<file path="config.mk">
export PLATFORM = sky130hd
export DESIGN_NAME = frac_divider_top
export DESIGN_NICKNAME = d
export VERILOG_FILES = /design/src/rtl/frac_div_pkg.sv /design/src/rtl/frac_serial_rx.sv /design/src/rtl/frac_ref_div.sv /design/src/rtl/frac_loop_div.sv /design/src/rtl/frac_divider_top.sv
export SDC_FILE = /design/constraint.sdc
export NUM_CORES = 1
export LEC_CHECK = 0
export CAP_MARGIN = 20
export CORE_ASPECT_RATIO = 1.4
export CORE_MARGIN = 2
export CORE_UTILIZATION = 45
export CTS_BUF_LIST = sky130_fd_sc_hd__clkbuf_4 sky130_fd_sc_hd__clkbuf_8 sky130_fd_sc_hd__clkbuf_16
export CTS_CLUSTER_DIAMETER = 120
export DETAILED_ROUTE_END_ITERATION = 6
export DONT_BUFFER_PORTS = 1
export GPL_TIMING_DRIVEN = 0
export HOLD_SLACK_MARGIN = 0.1
export PLACE_DENSITY = 0.59
export SYNTH_ARGS = -nofsm -noshare
export SYNTH_HDL_FRONTEND = slang
export SYNTH_SLANG_ARGS = --single-unit
</file>
<file path="constraint.sdc">
create_clock -name clk -period 18.5 [get_ports clk]
set_clock_uncertainty 0.05 [all_clocks]
set_input_delay 5.55 -clock clk [delete_from_list [all_inputs] [get_ports clk]]
set_output_delay 5.55 -clock clk [all_outputs]
set_load 0.01 [all_outputs]
</file>
<file path="src/rtl/frac_div_pkg.sv">
package frac_div_pkg;
  localparam int INT_W  = 8;
  localparam int FRAC_W = 16;
  localparam int MOD_W  = 12;
  localparam int REF_W  = 10;
  localparam int SEL_W  = 2;

  typedef enum logic [SEL_W-1:0] {
    SEL_INT  = 2'd0,
    SEL_FRAC = 2'd1,
    SEL_REF  = 2'd2,
    SEL_NONE = 2'd3
  } word_sel_e;
endpackage

</file>
<file path="src/rtl/frac_serial_rx.sv">
module frac_serial_rx
  import frac_div_pkg::*;
#(
  parameter int IW      = INT_W,
  parameter int FW      = FRAC_W,
  parameter int RW      = REF_W,
  parameter int INT_RST = 4,
  parameter int REF_RST = 4
) (
  input  logic          clk,
  input  logic          rst_n,
  input  logic          ser_clk,
  input  logic          ser_dat,
  input  logic          ser_csn,
  output logic [IW-1:0] int_sh,
  output logic [FW-1:0] frac_sh,
  output logic [RW-1:0] ref_sh
);
  localparam int FRAME = SEL_W + FW;
  localparam int BCW   = $clog2(FRAME + 2);
  localparam int NLINE = 3;

  // line 0: clock, line 1: data, line 2: select
  logic [NLINE-1:0] raw;
  logic [2:0]       sy [NLINE];
  assign raw = {ser_csn, ser_dat, ser_clk};

  for (genvar g = 0; g < NLINE; g++) begin : g_sync
    always_ff @(posedge clk) begin
      if (!rst_n) sy[g] <= (g == 2) ? 3'b111 : 3'b000;
      else        sy[g] <= {sy[g][1:0], raw[g]};
    end
  end

  logic clk_rise, cs_low, cs_rise, cs_fall;
  assign clk_rise = sy[0][1] & ~sy[0][2];
  assign cs_low   = ~sy[2][1];
  assign cs_rise  = sy[2][1] & ~sy[2][2];
  assign cs_fall  = ~sy[2][1] & sy[2][2];

  logic [FRAME-1:0] shreg;
  logic [BCW-1:0]   nbits;
  word_sel_e        sel;
  assign sel = word_sel_e'(shreg[FRAME-1 -: SEL_W]);

  always_ff @(posedge clk) begin
    if (!rst_n) begin
      shreg   <= '0;
      nbits   <= '0;
      int_sh  <= IW'(INT_RST);
      frac_sh <= '0;
      ref_sh  <= RW'(REF_RST);
    end else begin
      if (cs_fall) begin
        nbits <= '0;
      end else if (clk_rise && cs_low) begin
        shreg <= {shreg[FRAME-2:0], sy[1][1]};
        if (nbits != '1) nbits <= nbits + 1'b1;
      end
      if (cs_rise && nbits == BCW'(FRAME)) begin
        case (sel)
          SEL_INT:  int_sh  <= shreg[IW-1:0];
          SEL_FRAC: frac_sh <= shreg[FW-1:0];
          SEL_REF:  ref_sh  <= shreg[RW-1:0];
          default:  ;
        endcase
      end
    end
  end
endmodule

</file>
<file path="src/rtl/frac_ref_div.sv">
module frac_ref_div
  import frac_div_pkg::*;
#(
  parameter int RW      = REF_W,
  parameter int REF_RST = 4
) (
  input  logic          clk,
  input  logic          rst_n,
  input  logic [RW-1:0] ref_sh,
  output logic          ref_pls
);
  localparam logic [RW-1:0] R_MIN = RW'(2);

  logic [RW-1:0] r_act, r_cnt, r_eff, r_last;
  assign r_eff  = (r_act < R_MIN) ? R_MIN : r_act;
  assign r_last = r_eff - RW'(1);

  always_ff @(posedge clk) begin
    if (!rst_n) begin
      r_act   <= RW'(REF_RST);
      r_cnt   <= '0;
      ref_pls <= 1'b0;
    end else if (r_cnt == r_last) begin
      r_cnt   <= '0;
      ref_pls <= 1'b1;
      r_act   <= ref_sh;
    end else begin
      r_cnt   <= r_cnt + 1'b1;
      ref_pls <= 1'b0;
    end
  end
endmodule

</file>
<file path="src/rtl/frac_loop_div.sv">
module frac_loop_div
  import frac_div_pkg::*;
#(
  parameter int IW      = INT_W,
  parameter int FW      = FRAC_W,
  parameter int MW      = MOD_W,
  parameter int INT_RST = 4
) (
  input  logic          clk,
  input  logic          rst_n,
  input  logic [IW-1:0] int_sh,
  input  logic [FW-1:0] frac_sh,
  input  logic [MW-1:0] mod_code,
  input  logic          pre_pls,
  output logic          mod_hi,
  output logic          fb_pls
);
  localparam int SW = FW + 2;

  logic [IW-1:0] n_act, n_cnt, n_eff, n_last;
  logic [FW-1:0] f_act, acc, f_eff;
  logic signed [SW-1:0] f_sum;
  logic [FW:0]   acc_sum;
  logic          boundary;

  assign n_eff  = (n_act == '0) ? IW'(1) : n_act;
  assign n_last = n_eff - IW'(1);
  assign boundary = pre_pls && (n_cnt == n_last);

  // signed sum of word and modulation, clamped to the word range
  assign f_sum = $signed({2'b00, f_act}) +
                 $signed({{(SW-MW){mod_code[MW-1]}}, mod_code});
  always_comb begin
    if (f_sum[SW-1])     f_eff = '0;
    else if (f_sum[FW])  f_eff = '1;
    else                 f_eff = f_sum[FW-1:0];
  end
  assign acc_sum = {1'b0, acc} + {1'b0, f_eff};

  always_ff @(posedge clk) begin
    if (!rst_n) begin
      n_act  <= IW'(INT_RST);
      f_act  <= '0;
      n_cnt  <= '0;
      acc    <= '0;
      mod_hi <= 1'b0;
      fb_pls <= 1'b0;
    end else if (boundary) begin
      n_cnt  <= '0;
      acc    <= acc_sum[FW-1:0];
      mod_hi <= acc_sum[FW];
      fb_pls <= 1'b1;
      n_act  <= int_sh;
      f_act  <= frac_sh;
    end else if (pre_pls) begin
      n_cnt  <= n_cnt + 1'b1;
      mod_hi <= 1'b0;
      fb_pls <= 1'b0;
    end else begin
      fb_pls <= 1'b0;
    end
  end
endmodule

</file>
<file path="src/rtl/frac_divider_top.sv">
module frac_divider_top
  import frac_div_pkg::*;
#(
  parameter int IW      = INT_W,
  parameter int FW      = FRAC_W,
  parameter int MW      = MOD_W,
  parameter int RW      = REF_W,
  parameter int INT_RST = 4,
  parameter int REF_RST = 4
) (
  input  logic          clk,
  input  logic          rst_n,
  input  logic          ser_clk,
  input  logic          ser_dat,
  input  logic          ser_csn,
  input  logic [MW-1:0] mod_code,
  input  logic          pre_pls,
  output logic          mod_hi,
  output logic          fb_pls,
  output logic          ref_pls
);
  logic [IW-1:0] int_sh;
  logic [FW-1:0] frac_sh;
  logic [RW-1:0] ref_sh;

  frac_serial_rx #(.IW(IW), .FW(FW), .RW(RW), .INT_RST(INT_RST), .REF_RST(REF_RST)) u_rx (
    .clk(clk), .rst_n(rst_n), .ser_clk(ser_clk), .ser_dat(ser_dat), .ser_csn(ser_csn),
    .int_sh(int_sh), .frac_sh(frac_sh), .ref_sh(ref_sh)
  );

  frac_loop_div #(.IW(IW), .FW(FW), .MW(MW), .INT_RST(INT_RST)) u_loop (
    .clk(clk), .rst_n(rst_n), .int_sh(int_sh), .frac_sh(frac_sh),
    .mod_code(mod_code), .pre_pls(pre_pls), .mod_hi(mod_hi), .fb_pls(fb_pls)
  );

  frac_ref_div #(.RW(RW), .REF_RST(REF_RST)) u_ref (
    .clk(clk), .rst_n(rst_n), .ref_sh(ref_sh), .ref_pls(ref_pls)
  );
endmodule

</file>
==> results.md <==
* Setup crit start kind: input pin
* Grt total ovfl at 0
* Chip Width at 112 um
* Core ar. at 16,000 um2
* CTS max path bufs at 2
* Met1 WL at 6.69 mm
* Clock Power Share at 0.476
* Area grow syn2layout at 11.1%
* Number of global-route vias before repair at 5,962
* Internal at 505 uW
* Clock Sink Count at 136
* Pleak at 3.59 nW
* PwrDens at 82.7 nW/um2
* Pin count of the biggest net entering global routing at 17
* Finished Core Util at 0.507
* Largest delay contributor family on the critical path: compound AO/OA/AOI/OAI gates
* EDFF count, synth at 0
* Max Cap Viol at 0
* Crit path max fanout at 10
* Post-DP HPWL at 12.7 mm
* Combinational fraction of design power at 0.076
* CP Buf/Inv Count at 1
* Area of the mapped netlist at 7310 um2
* Switch share at 0.249
* Final setup violation count at 0
* CP startpoint: mod_code[0]
* Relative slew slack at 0.353
* Final WL at 16.5 mm
* Initial Util at 0.456
* # DRC at 0
* FILL cells at 1,518
* Hold_sp: u_rx.sy[2][0]$_SDFF_PN1_
* Syn Inst Count at 839
* Setup TNS at 0 ns
* First-pass GRT wire length at 27.8 mm
* Share of cells above drive strength 1 at 0.0654
* Cell mode on critical path: o21ai_0
* Worst slew pin tran at 0.958 ns
* Critical path cell sequence: ha_1 > fa_1 > a21o_1 > a21oi_1 > nor3b_1 > o21ai_1 > and3_1 > clkbuf_1 > o21ai_0 > a31oi_1 > ha_1 > o21ai_0 > o21ai_0 > a2111oi_0 > o41ai_1 > a31oi_1 > nor4_1 > a211o_1
* Reg area at 2720 um2
* Std cell rows at 55
* Syn nets at 899
* Unrepaired setup endpoints after global routing: no
* Most frequent cell after synthesis: dfxtp_1
* Synth area leaders: dfxtp_1, mux2i_1, ha_1
* Sequential area share after synthesis at 0.372
* Average routed wire per standard cell at 15.4 um
* Initial antenna violation count at 0
* Sequential power share at 0.448
* Final Hold Fails at 0
* Main synth FF type: dfxtp_1
* Max IR drop VDD at 0.0000611 V
* Postcts setup bufs at 0
* Post-layout net count at 918
* Data arrival time of the worst path at 10.61 ns
* Clk pin slew, worst setup/hold paths at 0.06 ns
* Root Buffer: clkbuf_16
* Switching power at 167 uW
* Finished Layout Cells at 1,070
* Worst reg2reg path startpoint: u_loop.f_act[0]$_SDFFE_PN0P_
* Critical Path Slowest Stage Cell: a2111oi_0
* Post-CTS Resized at 0
* Critical path data required time at 18.76 ns
* Worst Hold Class: reg -> reg
* Aggregate global-route resource usage at 0.198
* DR top layer: met4
* Vias/cell at 5.55
* Ys async rst share at 0
* Via count at 5,935
* Routed met3 length at 380 um
* Yosys top cell by area: dfxtp_1
* Routed Antenna Nets at 0
* Clk Latency, worst-skew pair at 0.42 ns
* Synth warn at 0
* Chip Height at 155 um
* Tmin final at 10.35 ns
* Max H-tree Level at 4
* #FFs+latches synth at 136
* Crit path kind: in -> reg
* RD Place Congestion at 0.862
* Initial DRC count at 307
* Fin crit share at 0.559
* Critical path capture point type: flip-flop
* Synth top area share at 0.372
* # diodes at 0
* Count of unique library cells instantiated by Yosys at 68
* Die area at 17,300 um2
* Placed cell area at 7560 um2
* Status: finished, final reports clean
* Final Slew Violations at 0
* Multi-input logic area at 4350 um2
* Num CTS Buffers at 17
* IO Pins at 21
* Crit path largest cell delay at 0.81 ns
* Fmax at 0.0967 GHz
* Post-Syn Area per Cell at 8.72 um2
* Post-Place Cells at 1,038
* Port bufs at 0
* Fin area at 8130 um2
* TritonCTS clock tree: done
* DR WL met2 at 8.85 mm
* CTS Hold Bufs at 0
* Post-synth top cells: dfxtp_1, nor2_1, mux2i_1, nand2_1, a21oi_1
* First drt pass iteration count at 5
[cell families after synthesis]
family                   count (synthesis)  synth area share
flip-flops                             136             0.372
adder cells (fa/ha/maj)                 42            0.0739
XOR/XNOR                                64            0.0766
AO/OA/AOI/OAI                          160             0.139
multiplexers                            74             0.101
buffers and inverters                   55            0.0337
AND/OR/NAND/NOR                        308             0.203
[power by group through the flow]
stage / Clock (mW) / Sequential (mW) / Combinational [mW]
3_3_place_gp: 0 / 0.307 / 0.0498
3_5_place_dp: 0 / 0.307 / 0.0512
2_1_floorplan: 0 / 0.306 / 0.0396
5_1_grt: 0.340 / 0.301 / 0.0578
6_report: 0.320 / 0.301 / 0.0514
4_1_cts: 0.327 / 0.301 / 0.0515
[per-layer routing]
metal | vias to the layer above | global-route usage
li1 | 3010 | -
met1 | 2813 | 0.206
met2 | 77 | 0.373
met3 | 35 | 0.0393
met4 | 0 | 0.0988
met5 | - | 0
[through the flow]
stage | hold WS [ns] | power, mW | worst slack [ns]
after floorplan | 0.336 | 0.346 | 8.78
after global placement | 0.339 | 0.357 | 7.83
after detailed placement | 0.347 | 0.358 | 7.75
after CTS | 0.361 | 0.679 | 8.18
after global routing | 0.399 | 0.699 | 7.59
final | 0.358 | 0.672 | 8.16
[worst reg2reg max path: cells and delay by family, from the launching register on]
| kind | cells | cell delay [ns] |
|---|---|---|
| flip-flops | 1 | 0.33 |
| buffers and inverters | 1 | 0.34 |
| AO/OA/AOI/OAI | 11 | 3.32 |
| adder cells (fa/ha/maj) | 3 | 0.97 |
| AND/OR/NAND/NOR | 3 | 0.44 |
[state kept, by name, indices dropped and copies added, names as in the netlist]
signal and count:
u_loop.mod_hi 1, u_rx.sy 8, u_ref.r_act 10, u_rx.shreg 18
u_ref.r_cnt 10, u_loop.acc 16, u_loop.fb_pls 1, u_rx.nbits 5
u_loop.n_cnt 8, u_ref.ref_pls 1, u_loop.n_act 8, u_rx.ref_sh 10
u_rx.int_sh 8, u_loop.f_act 16, u_rx.frac_sh 16
[path summary, 6_finish.rpt]
check,depth (start not counted),to,slack [ns]
worst max-delay path,18,u_loop.acc[15]$_SDFFE_PN0P_,8.16
worst max register to register,18,u_loop.acc[15]$_SDFFE_PN0P_,12.96
worst min-delay path,1,u_rx.sy[2][1]$_SDFF_PN1_,0.36
worst min register to register,1,u_rx.sy[2][1]$_SDFF_PN1_,0.36
[placed cells by master (no fill, tap or decap), drive strengths merged, types with 7 or more instances in the layout]
master | synthesis | layout
dfxtp | 136 | 136
nor2 | 119 | 119
mux2i | 74 | 74
nand2 | 64 | 64
a21oi | 60 | 60
clkbuf | 27 | 45
ha | 40 | 40
xnor2 | 33 | 33
xor2 | 31 | 31
o21ai | 29 | 29
nand3 | 25 | 25
inv | 20 | 22
nor3 | 19 | 19
a31oi | 12 | 12
a21o | 10 | 10
nand2b | 9 | 9
o22ai | 9 | 9
nand4 | 9 | 9
and2 | 8 | 8
buf | 8 | 8
and3 | 7 | 7
nor4 | 7 | 7
[area by class of cell]
type / count / share of cell area
buffer: 35 / 0.0211
clock buffer: 18 / 0.0540
clock inverter: 14 / 0.0155
inverter: 20 / 0.00924
multi-input combinational: 648 / 0.535
sequential: 136 / 0.335
tap: 199 / 0.0306
Power figures use the tool's default switching activity.
